[src/rtl/scratch_bank_pkg.sv]
package scratch_bank_pkg;

    // Default geometry of the bank
    localparam int unsigned WORD_W    = 64;
    localparam int unsigned OFS_W     = 7;
    localparam int unsigned WIDE_CNT  = 3;
    localparam int unsigned FLAG_CNT  = 2;
    localparam int unsigned SLOT_B    = 8;
    localparam int unsigned ALIAS_B   = 64;

    // Kind of transfer presented on the port in a cycle
    typedef enum logic [1:0] {
        ACC_IDLE  = 2'd0,
        ACC_WRITE = 2'd1,
        ACC_READ  = 2'd2
    } acc_e;

endpackage

[src/rtl/sb_decode.sv]
module sb_decode #(
    parameter int unsigned ADDR_W    = 7,
    parameter int unsigned N_REGS    = 5,
    parameter int unsigned STRIDE_B  = 8,
    parameter int unsigned ALIAS_OFS = 64
) (
    input  logic [ADDR_W-1:0] addr,
    output logic [N_REGS-1:0] hit_plain,
    output logic [N_REGS-1:0] hit_alias
);

    // Exact match only: misaligned or out-of-range offsets hit nothing
    always_comb begin
        hit_plain = '0;
        hit_alias = '0;
        for (int i = 0; i < N_REGS; i++) begin
            hit_plain[i] = (addr == ADDR_W'(i * STRIDE_B));
            hit_alias[i] = (addr == ADDR_W'(ALIAS_OFS + i * STRIDE_B));
        end
    end

endmodule

[src/rtl/sb_wide_cell.sv]
module sb_wide_cell #(
    parameter int unsigned W        = 64,
    parameter bit          RESET_EN = 1'b0
) (
    input  logic         clk,
    input  logic         rst_n,
    input  logic         wr_plain,
    input  logic         wr_ifzero,
    input  logic [W-1:0] wdata,
    output logic [W-1:0] value
);

    logic [W-1:0] value_d;
    logic [W-1:0] value_q;

    // Conditional test and update resolve in the same cycle
    always_comb begin
        value_d = value_q;
        if (wr_plain) begin
            value_d = wdata;
        end else if (wr_ifzero && (value_q == '0)) begin
            value_d = wdata;
        end
    end

    generate
        if (RESET_EN) begin : g_rst
            always_ff @(posedge clk or negedge rst_n) begin
                if (!rst_n) value_q <= '0;
                else        value_q <= value_d;
            end
        end else begin : g_norst
            always_ff @(posedge clk) begin
                value_q <= value_d;
            end
        end
    endgenerate

    assign value = value_q;


    wz_hold_chk: assert property (@(posedge clk) disable iff (!rst_n)
        (wr_ifzero && !wr_plain && (value_q != '0)) |=> $stable(value_q));


    wz_take_chk: assert property (@(posedge clk) disable iff (!rst_n)
        (wr_ifzero && (value_q == '0)) |=> (value_q == $past(wdata)));


    plain_store_chk: assert property (@(posedge clk) disable iff (!rst_n)
        wr_plain |=> (value_q == $past(wdata)));

endmodule

[src/rtl/sb_flag_cell.sv]
module sb_flag_cell (
    input  logic clk,
    input  logic rst_n,
    input  logic wr_en,
    input  logic wr_bit,
    input  logic rs_rd,
    output logic flag
);

    logic flag_d;
    logic flag_q;

    always_comb begin
        flag_d = flag_q;
        if (wr_en) begin
            flag_d = wr_bit;
        end else if (rs_rd && !flag_q) begin
            flag_d = 1'b1;
        end
    end

    always_ff @(posedge clk or negedge rst_n) begin
        if (!rst_n) flag_q <= 1'b0;
        else        flag_q <= flag_d;
    end

    assign flag = flag_q;


    rs_set_chk: assert property (@(posedge clk) disable iff (!rst_n)
        (rs_rd && !wr_en) |=> flag_q);


    flag_wr_chk: assert property (@(posedge clk) disable iff (!rst_n)
        wr_en |=> (flag_q == $past(wr_bit)));

endmodule

[src/rtl/scratch_bank.sv]
module scratch_bank
    import scratch_bank_pkg::*;
#(
    parameter int unsigned DATA_W    = WORD_W,
    parameter int unsigned ADDR_W    = OFS_W,
    parameter int unsigned N_WIDE    = WIDE_CNT,
    parameter int unsigned N_FLAG    = FLAG_CNT,
    parameter int unsigned STRIDE_B  = SLOT_B,
    parameter int unsigned ALIAS_OFS = ALIAS_B
) (
    input  logic              clk,
    input  logic              rst_n,
    input  logic [ADDR_W-1:0] addr,
    input  logic              wr_en,
    input  logic [DATA_W-1:0] wr_data,
    input  logic              rd_en,
    output logic [DATA_W-1:0] rd_data,
    output logic              rd_valid
);

    localparam int unsigned N_REGS = N_WIDE + N_FLAG;

    typedef struct packed {
        logic              valid;
        logic [DATA_W-1:0] data;
    } rsp_t;

    acc_e              acc;
    logic              is_wr;
    logic              is_rd;
    logic [N_REGS-1:0] hit_plain;
    logic [N_REGS-1:0] hit_alias;
    logic              hit_any;
    logic [DATA_W-1:0] wide_val [N_WIDE];
    logic [N_FLAG-1:0] flag_val;
    logic [DATA_W-1:0] rd_word;
    rsp_t              rsp_d;
    rsp_t              rsp_q;

    // Write wins when both strobes are raised together
    always_comb begin
        if (wr_en)      acc = ACC_WRITE;
        else if (rd_en) acc = ACC_READ;
        else            acc = ACC_IDLE;
    end

    assign is_wr = (acc == ACC_WRITE);
    assign is_rd = (acc == ACC_READ);

    sb_decode #(
        .ADDR_W    (ADDR_W),
        .N_REGS    (N_REGS),
        .STRIDE_B  (STRIDE_B),
        .ALIAS_OFS (ALIAS_OFS)
    ) u_decode (
        .addr      (addr),
        .hit_plain (hit_plain),
        .hit_alias (hit_alias)
    );

    assign hit_any = |{hit_plain, hit_alias};

    // Wide registers: only the first one is cleared by reset
    generate
        for (genvar i = 0; i < N_WIDE; i++) begin : g_wide
            sb_wide_cell #(
                .W        (DATA_W),
                .RESET_EN (i == 0)
            ) u_cell (
                .clk       (clk),
                .rst_n     (rst_n),
                .wr_plain  (is_wr && hit_plain[i]),
                .wr_ifzero (is_wr && hit_alias[i]),
                .wdata     (wr_data),
                .value     (wide_val[i])
            );
        end

        for (genvar j = 0; j < N_FLAG; j++) begin : g_flag
            sb_flag_cell u_cell (
                .clk    (clk),
                .rst_n  (rst_n),
                .wr_en  (is_wr && (hit_plain[N_WIDE+j] || hit_alias[N_WIDE+j])),
                .wr_bit (wr_data[0]),
                .rs_rd  (is_rd && hit_alias[N_WIDE+j]),
                .flag   (flag_val[j])
            );
        end
    endgenerate

    // Read mux samples the values before this cycle's update
    always_comb begin
        rd_word = '0;
        for (int i = 0; i < N_WIDE; i++) begin
            if (hit_plain[i] || hit_alias[i]) rd_word = wide_val[i];
        end
        for (int j = 0; j < N_FLAG; j++) begin
            if (hit_plain[N_WIDE+j] || hit_alias[N_WIDE+j]) begin
                rd_word = {{(DATA_W-1){1'b0}}, flag_val[j]};
            end
        end
    end

    always_comb begin
        rsp_d.valid = is_rd;
        rsp_d.data  = is_rd ? rd_word : '0;
    end

    always_ff @(posedge clk or negedge rst_n) begin
        if (!rst_n) rsp_q <= '0;
        else        rsp_q <= rsp_d;
    end

    assign rd_data  = rsp_q.data;
    assign rd_valid = rsp_q.valid;


    rsp_source_chk: assert property (@(posedge clk) disable iff (!rst_n)
        rd_valid |-> $past(rd_en && !wr_en));


    idle_zero_chk: assert property (@(posedge clk) disable iff (!rst_n)
        !rd_valid |-> (rd_data == '0));


    unmapped_zero_chk: assert property (@(posedge clk) disable iff (!rst_n)
        (rd_en && !wr_en && !hit_any) |=> (rd_valid && (rd_data == '0)));


    write_wins_chk: assert property (@(posedge clk) disable iff (!rst_n)
        (wr_en && rd_en) |=> !rd_valid);

endmodule

[config.mk]
export PLATFORM = sky130hd
export DESIGN_NAME = scratch_bank
export DESIGN_NICKNAME = d
export VERILOG_FILES = /design/src/rtl/scratch_bank_pkg.sv /design/src/rtl/sb_decode.sv /design/src/rtl/sb_wide_cell.sv /design/src/rtl/sb_flag_cell.sv /design/src/rtl/scratch_bank.sv
export SDC_FILE = /design/constraint.sdc
export NUM_CORES = 1
export LEC_CHECK = 0
export BUFFER_PORTS_ARGS = -buffer_cell sky130_fd_sc_hd__buf_2
export CAP_MARGIN = 40
export CELL_PAD_IN_SITES_DETAIL_PLACEMENT = 0
export CELL_PAD_IN_SITES_GLOBAL_PLACEMENT = 1
export CORE_MARGIN = 2
export CORE_UTILIZATION = 50
export DETAILED_ROUTE_END_ITERATION = 10
export MAX_ROUTING_LAYER = met4
export PLACE_DENSITY = 0.86
export SYNTH_ARGS = -nofsm -noshare
export SYNTH_HDL_FRONTEND = slang
export SYNTH_HIERARCHICAL = 1
export SYNTH_SLANG_ARGS = --single-unit
[constraint.sdc]
create_clock -name clk -period 4.9 [get_ports clk]
set_input_delay 0.49 -clock clk [delete_from_list [all_inputs] [get_ports clk]]
set_output_delay 0.49 -clock clk [all_outputs]
set_load 0.02 [all_outputs]
==> metrics.yaml, run 1 <==
run_status:
  status: "completed"
synthesis:
  synth_xor_xnor_area_share_pct: 0
  synth_area_um2: 11400
  synth_top_family_by_area: "simple AND/OR/NAND/NOR gates"
  syn_inst: 959
  yosys.area_share.adder_pct: 0
  syn_area_per_cell_um2: 11.9
  post_synth_num_cell_types: 44
  synth-compound-area-share_pct: 15.8
  synth-seq-cells: 259
  synth_mux_area_share_pct: 0.176
  yosysSeqAreaShare_pct: 62.5
  synth_simple_gate_area_share_pct: 16.0
  synthesis.nets: 1034
  yosysWarnings: 6
die:
  core_area_um2: 22500
  boundaryPins: 140
  num_rows: 55
  die_h_um: 155
  die_x_um: 155
  die_area_um2: 24000
  start_util_pct: 50.7
routing:
  via_count: 8494
  wl_per_cell_um: 22.6
  first_pass_iters: 5
  drc: 0
  routed_wl_um: 31100
  drt-vias-per-instance: 6.17
  drtIter0Drc: 692
  detail-route-antenna-nets: 0
timing:
  slew_violations: 0
  finalCritPeriodShare_pct: 70.4
  fmax_mhz: 290
  fin_worst_skew_ns: 0.00962
  tightestPinTransition_ns: 1.03
  slew_headroom_pct: 30.7
  hold_viol_final: 0
  tns_ns: 0
  rsz0062_at_grt: "false"
  setup_violations: 0
  period_needed_ns: 3.45
power:
  p_per_area_nw_per_um2: 359
  leakagePower_nw: 5.05
  fin_total_pwr_mw: 4.77
  irDropWorstVdd_uv: 280
final_layout:
  syn2layout_area_growth_pct: 16.4
  fin_area_um2: 13300
  drive_gt1_share_pct: 26.2
  fin_cells: 1377
  final_nets: 1148
  post-route-util_pct: 59.0
  final_cell_mix: "138 x buf_2, 131 x dfrtp_1, 128 x edfxtp_1"
  final_common_cell: "buf_2"
worst_hold_path:
  hp-class: "in2reg"
place:
  place_hpwl_um: 20000
  numPortBuffers: 139
  place_congestion: 0.848
  place_area_um2: 12400
  placed_cells: 1328
clock_network:
  cts_buffers: 27
  cts_hold_buf: 1
  htreeDepth: 1
  cts_setup_buffers: 0
  cts-root-buf: "clkbuf_16"
  cts_num_sinks: 259
  cts_resized: 0
  clkLatencyLatePin_ns: 0.53
  clock_path_buffers: 3
  cts_tree: "yes"
  clk_pin_slew_ns: 0.06
worst_setup_path:
  worstSetupEndpointType: "flip-flop"
  critPathArrivalTime_ns: 3.66
  cp_max_fo: 38
  cp-start-kind: "primary input"
  required_ns: 5.11
  crit_type: "in2reg"
global_routing:
  grt_max_degree: 78
  antenna_found_initial: 1
  grt_pass1_vias: 8160
  grt_pass1_wl_um: 48000
  grt-ovfl-total: 0
  track_usage_pct: 26.7
run:
  max_cap_violations: 0
==> flip-flops by register name, indices dropped and copies added (netlist names) <==
register,flops
g_flag.u_cell/flag,2
g_wide.u_cell/value,192
rd_data,64
rd_valid,1
==> worst paths after layout <==
path / from / to / slack [ns] / depth (start not counted)
min reg2reg: g_flag[0].u_cell/flag / g_flag[0].u_cell/flag / 0.53 / 2
max: addr[1] / g_wide[1].u_cell/value[62] / 1.45 / 9
min: wr_data[53] / g_wide[2].u_cell/value[53] / 0.19 / 1
max in group asynchronous: rst_n / rd_data[30] / 3.39 / 4
max reg2reg: g_wide[1].u_cell/value[54] / g_wide[1].u_cell/value[62] / 1.69 / 5
min in group asynchronous: rst_n / g_wide[0].u_cell/value[59] / 0.38 / 2
==> cell type report <==
type                       count  area, µm²
timing repair buffer         161        987
fill                        1836       9230
multi-input combinational    560       3680
sequential                   259       7120
tap                          285        357
clock buffer                  39        791
clock inverter                 8       88.8
antenna                        1       2.50
inverter                      64        240
==> worst max-delay path: stages <==
cell	delay, ns
buf_2	0.10
or4b_4	0.56
nor3_1	0.43
and2_1	0.22
nor4b_1	0.31
nand2_1	0.12
nor4_1	0.36
a41o_2	0.73
buf_12	0.33
==> Yosys cell counts, drive strengths merged <==
cell type / instances / share of area, %
or4: 3 / 0.26
inv: 64 / 2.1
or3: 1 / 0.055
or4b: 1 / 0.12
a211oi: 64 / 4.2
or2: 3 / 0.16
clkbuf: 33 / 1.1
dfrtp: 131 / 29
edfxtp: 128 / 34
nand3: 127 / 5.6
nand3b: 2 / 0.13
o221ai: 62 / 8.1
mux2i: 2 / 0.18
nor2: 76 / 2.6
buf: 43 / 2.3
o21ai: 4 / 0.18
o31ai: 2 / 0.13
a41o: 2 / 0.18
o21a: 1 / 0.066
nor4: 44 / 2.7
nor2b: 3 / 0.23
and2: 9 / 0.49
a21oi: 63 / 2.8
and4: 1 / 0.077
nor4b: 6 / 0.65
nand2: 67 / 2.2
nor3: 5 / 0.22
a311oi: 1 / 0.077
o311a: 1 / 0.088
nand2b: 1 / 0.055
nand4: 8 / 0.44
o21ba: 1 / 0.088
==> through the flow <==
stage	hold slack (ns)	setup slack [ns]
3_3_place_gp	0.511	1.19
6_report	0.186	1.45
3_5_place_dp	0.361	0.983
4_1_cts	0.171	1.54
5_1_grt	0.171	1.24
2_1_floorplan	0.194	0.922
==> logic make-up (layout without fill, tap and decap cells) <==
| logic type | after synthesis | in the layout |
|---|---|---|
| mux | 2 | 2 |
| compound gates | 201 | 201 |
| buf+inv | 140 | 272 |
| other cells | 0 | 1 |
| simple gates | 357 | 357 |
| flops | 259 | 259 |
==> routing by layer <==
metal  global-route usage (%)  vias up  part of all wire (%)
met4                     8.29        0                   2.6
met1                     37.3     4187                    41
met2                     40.5      432                    47
li1                         -     3819                     -
met3                     4.71       56                   9.2
met5                        -        -                     0
==> power by group <==
part	internal [mW]	leakage (nW)	switching, mW	total, mW
registers	2.37	2.72	0.0779	2.45
logic	0.136	1.89	0.159	0.295
clock network	1.21	0.438	0.812	2.03
Power figures use the tool's default switching activity.
==> inputs of run 2 (changes only) <==
--- a/config.mk
+++ b/config.mk
@@ -10,10 +10,10 @@
 export CELL_PAD_IN_SITES_DETAIL_PLACEMENT = 0
 export CELL_PAD_IN_SITES_GLOBAL_PLACEMENT = 1
 export CORE_MARGIN = 2
-export CORE_UTILIZATION = 50
+export CORE_UTILIZATION = 42
 export DETAILED_ROUTE_END_ITERATION = 10
 export MAX_ROUTING_LAYER = met4
-export PLACE_DENSITY = 0.86
+export PLACE_DENSITY = 0.78
 export SYNTH_ARGS = -nofsm -noshare
 export SYNTH_HDL_FRONTEND = slang
 export SYNTH_HIERARCHICAL = 1
==> constraint.sdc (replaced) <==
create_clock -name clk -period 3.1 [get_ports clk]
set_input_delay 0.31 -clock clk [delete_from_list [all_inputs] [get_ports clk]]
set_output_delay 0.31 -clock clk [all_outputs]
set_load 0.02 [all_outputs]
==> run 2 against run 1 <==
Net effect:
- register-to-register slack lost 1.1 ns
- power grew 69%
- clock power grew 81%
- die area grew 19%
- critical path type is now reg2reg
- critical endpoint is now g_wide[2].u_cell/value[43]
- largest cell class unchanged
==> metrics.yaml, run 2 (synthesized netlist as in run 1, its figures left out) <==
timing:
  rsz0062_at_grt: "false"
  tns_ns: 0
  hold_viol_final: 0
  slew_violations: 0
  slew_headroom_pct: 39.8
  setup_violations: 0
  finalCritPeriodShare_pct: 82.2
  period_needed_ns: 2.55
  tightestPinTransition_ns: 0.901
  fin_worst_skew_ns: 0.0129
  finalWorstSetupSlack_ns: 0.552
  fmax_mhz: 393
place:
  place_hpwl_um: 21100
  place_congestion: 0.857
  dp_slack_ns: 0.115
  numPortBuffers: 139
final_layout:
  largest_reg_flops: 192
  syn2layout_area_growth_pct: 22.6
  drive_gt1_share_pct: 26.4
  n_antenna_cell: 0
  final_cell_mix: "138 x buf_2, 131 x dfrtp_1, 128 x edfxtp_1"
  final_nets: 1189
  final_common_cell: "buf_2"
clock_network:
  cts_hold_buf: 25
  clkLatencyLatePin_ns: 0.54
  cts-root-buf: "clkbuf_16"
  cts_num_sinks: 259
  cts_resized: 0
  cts_tree: "yes"
  htreeDepth: 1
  cts_setup_buffers: 0
  cts_buffers: 28
  clk_pin_slew_ns: 0.06
  clock_path_buffers: 3
die:
  num_rows: 60
  start_util_pct: 42.5
  boundaryPins: 140
  die_x_um: 169
  core_area_um2: 26800
  die_area_um2: 28500
  die_h_um: 169
run:
  max_cap_violations: 0
worst_hold_path:
  hp-class: "in2reg"
power:
  irDropWorstVdd_uv: 354
  p_per_area_nw_per_um2: 575
  leakagePower_nw: 5.31
routing:
  via_count: 8609
  drtIter0Drc: 772
  detail-route-antenna-nets: 0
  drt-vias-per-instance: 5.83
  first_pass_iters: 7
  routed_wl_um: 32300
  drc: 0
  wl_per_cell_um: 21.8
global_routing:
  grt_max_degree: 65
  track_usage_pct: 23.2
  grt_pass1_wl_um: 49400
  grt_use_met1_pct: 31.6
  antenna_found_initial: 0
  grt-busiest-layer: "met2"
  met2_usage_pct: 36.1
  met3_usage_pct: 4.33
  grt_pass1_vias: 8349
  grt-ovfl-total: 0
worst_setup_path:
  crit_type: "reg2reg"
  required_ns: 3.33
  critPathArrivalTime_ns: 2.77
  cp-start-kind: "flip-flop"
  cp_max_fo: 15
  worstSetupEndpointType: "flip-flop"
run_status:
  status: "completed"
run 2: final cells by class:
type                    instances  area (µm²)
repair buffers                201        1460
clock inverters                14         254
well taps                     341         427
fillers                      2313       12800
flip-flops and latches        259        7120
inverters                      64         240
multi-input cells             560        3700
clock buffers                  38         769
run 2: through the flow:
step	cell area, µm²	std cells	util, %	power, mW	hold slack (ns)
after floorplan	11400	959	-	4.16	0.0144
after global placement	12600	1394	47.1	4.39	0.344
after detailed placement	12700	1395	47.2	4.40	0.345
after CTS	13900	1472	52.0	8.09	0.0000165
after global routing	14000	1477	52.1	8.32	0.000568
final	14000	1477	52.1	8.04	0.0115
run 2: layer usage:
metal / wire length [µm] / vias up / part of all wire [%]
li1: - / 3897 / -
met2: 15200 / 330 / 47
met5: 0 / - / 0
met1: 14100 / 4337 / 44
met3: 2220 / 45 / 6.9
met4: 744 / 0 / 2.3
run 2: final timing paths:
kind / slack (ns) / endpoint / start / cells after the start
setup reg to reg: 0.55 / g_wide[2].u_cell/value[43] / g_wide[2].u_cell/value[54] / 5
min in group asynchronous: 0.30 / rd_data[6] / rst_n / 2
hold / removal: 0.01 / g_wide[2].u_cell/value[24] / wr_data[24] / 1
setup / recovery: 0.55 / g_wide[2].u_cell/value[43] / g_wide[2].u_cell/value[54] / 5
max in group asynchronous: 2.00 / rd_data[54] / rst_n / 3
hold reg to reg: 0.53 / g_flag[1].u_cell/flag / g_flag[1].u_cell/flag / 2
run 2: power breakdown:
| part | total (mW) | switching (mW) | internal (mW) |
|---|---|---|---|
| Combinational | 0.499 | 0.260 | 0.239 |
| Sequential | 3.86 | 0.121 | 3.74 |
| Clock | 3.67 | 1.35 | 2.32 |
| Total | 8.04 | 1.73 | 6.31 |
run 2: critical path, stage by stage, from the launching register on:
cell and delay (ns):
edfxtp_1 0.40, nor4_1 0.71, nand2_1 0.11, nor4_1 0.45
a41o_4 0.32, buf_4 0.25
==> inputs of run 3 (changes only) <==
==> constraint.sdc (replaced) <==
create_clock -name clk -period 2.1 [get_ports clk]
set_input_delay 0.21 -clock clk [delete_from_list [all_inputs] [get_ports clk]]
set_output_delay 0.21 -clock clk [all_outputs]
set_load 0.02 [all_outputs]
==> run 3 against run 2 <==
Net effect:
- the run now ends with setup timing left
- fmax up 11%
- highest routed layer unchanged
- flip-flop and latch count unchanged
- clock power increased by 28%
- sequential share of layout area is 5.0 points lower
==> metrics.yaml, run 3 (synthesized netlist as in run 1, its figures left out) <==
die:
  die_area_um2: 28500
  start_util_pct: 42.5
  die_x_um: 169
  die_h_um: 169
  core_area_um2: 26800
  boundaryPins: 140
  num_rows: 60
worst_setup_path:
  reg2reg_to: "g_wide[2].u_cell/value[20]"
  cp-start-kind: "flip-flop"
  setup.worst_path.start: "g_wide[2].u_cell/value[28]"
  path_depth: 5
  rrSetupSlack_ns: -0.20
  endpoint: "g_wide[2].u_cell/value[20]"
  crit_type: "reg2reg"
  cp_max_fo: 22
  worst-r2r-cell-count: 5
  r2r_start: "g_wide[2].u_cell/value[28]"
  required_ns: 2.33
  crit_path_top_delay_cell: "edfxtp_1"
  worstSetupEndpointType: "flip-flop"
  path_cells: "nor4_1 -> nand4_1 -> nor4_4 -> a41o_4 -> buf_12"
  critPathArrivalTime_ns: 2.52
  slowest_delay_ns: 0.45
  cp_num_buf_inv: 1
  crit_family: "simple AND/OR/NAND/NOR gates"
final_layout:
  final_common_cell: "buf_2"
  drive_gt1_share_pct: 32.0
  post-route-util_pct: 57.8
  final_nets: 1313
  final_cell_mix: "137 x buf_2, 131 x dfrtp_1, 128 x edfxtp_1"
  fin_area_um2: 15500
  syn2layout_area_growth_pct: 35.9
  fin_cells: 1600
  largest_reg_flops: 192
timing:
  rsz0062_at_grt: "true"
  hold_viol_final: 0
  holdWs_ns: 0.0968
  slew_violations: 0
  tns_ns: -19.18
  fmax_mhz: 436
  tightestPinTransition_ns: 0.838
  fin_worst_skew_ns: 0.0162
  setup_violations: 129
  period_needed_ns: 2.30
  finalWorstSetupSlack_ns: -0.195
  finalCritPeriodShare_pct: 109
  slew_headroom_pct: 43.6
routing:
  drtIter0Drc: 813
  drc: 0
  wl_per_cell_um: 21.5
  routed_wl_um: 34500
  via_count: 9070
  detail-route-antenna-nets: 0
  first_pass_iters: 5
  drt-vias-per-instance: 5.67
clock_network:
  clock_path_buffers: 3
  cts_num_sinks: 259
  htreeDepth: 1
  cts_tree: "yes"
  clkLatencyLatePin_ns: 0.53
  cts_buffers: 27
  clk_pin_slew_ns: 0.06
  cts-root-buf: "clkbuf_16"
power:
  p_comb_share_pct: 7.7
  irDropWorstVdd_uv: 509
  pwr-share-clk_pct: 41.7
  p_int_mw: 8.79
  p_per_area_nw_per_um2: 729
  leakagePower_nw: 6.04
  fin_total_pwr_mw: 11.3
  switching_share_pct: 22.2
  p_switching_mw: 2.50
  pwr-share-seq_pct: 50.6
run:
  max_cap_violations: 0
place:
  place_area_um2: 13500
  place_congestion: 0.845
  dp_slack_ns: -0.474
  place_hpwl_um: 22000
  numPortBuffers: 139
  placed_cells: 1471
worst_hold_path:
  hp-class: "in2reg"
global_routing:
  grt-ovfl-total: 0
  grt_pass1_vias: 8900
  grt_pass1_wl_um: 50900
  antenna_found_initial: 0
  track_usage_pct: 23.8
  grt_max_degree: 50
run_status:
  status: "complete, but fails checks"
  violations: "setup timing"
==> run 3: cell count changes in the layout (fill, tap and decap cells not counted), sizes merged <==
cell / before / now
clkbuf: 38 / 50
bufinv: 7 / 2
dlygate4sd3: 30 / 66
clkinvlp: 2 / 0
buf: 171 / 252
or3: 1 / 2
diode: 0 / 1
clkinv: 4 / 3
==> run 3: repair_timing <==
| action | in CTS | in global routing |
|---|---|---|
| resized for setup | 13 | 24 |
| cloned | 1 | 10 |
| endpoints found under the hold margin | 235 | 0 |
| endpoints found under the setup margin | 131 | 175 |
| hold buffers | 66 | 0 |
| setup buffers | 1 | 1 |
| pin swaps | 4 | 38 |
==> run 3: final cells by class <==
class | instances | area (µm²)
clock buffer | 43 | 788
sequential | 259 | 7120
timing repair buffer | 325 | 2840
tap | 341 | 427
antenna | 1 | 2.50
inverter | 64 | 240
multi-input combinational | 561 | 3990
fill | 2170 | 11300
clock inverter | 6 | 82.6
==> run 3: how the worst min path moves through the flow <==
stage | start | to | slack [ns] | cells past startpoint
final | wr_en | rd_valid | 0.1 | 3
after global routing | wr_en | rd_valid | 0.11 | 3
after CTS | wr_en | rd_valid | 0.08 | 3
after detailed placement | rst_n | rd_data[6] | 0.18 | 1
after global placement | rst_n | rd_data[6] | 0.18 | 1
after floorplan | rst_n | g_flag[0].u_cell/flag | -0.09 | 0
==> run 3: worst register-to-register path: cells and delay by family, from the launching register on <==
family	cells	cell delay, ns
buffers and inverters	1	0.20
AOI/OAI and AO/OA	1	0.33
DFF	1	0.45
and+or+nand+nor	3	1.00
==> run 3: power groups by stage <==
stage               combinational [mW]  clock, mW  sequential, mW
global route                     0.946       4.97            5.74
finish                           0.864       4.71            5.72
CTS                              0.837       4.78            5.70
global placement                 0.717          0            5.79
floorplan                        0.396          0            5.75
detailed placement               0.739          0            5.80
==> run 3: metal layers <==
layer  share of wire (%)  up-vias  global-route usage (%)  routed length, µm
li1                    -     4144                       -                  -
met1                  43     4510                    32.4              14800
met2                  47      349                    37.3              16300
met3                 7.0       67                    3.39               2430
met4                 2.8        0                    7.23                956
met5                   0        -                       -                  0
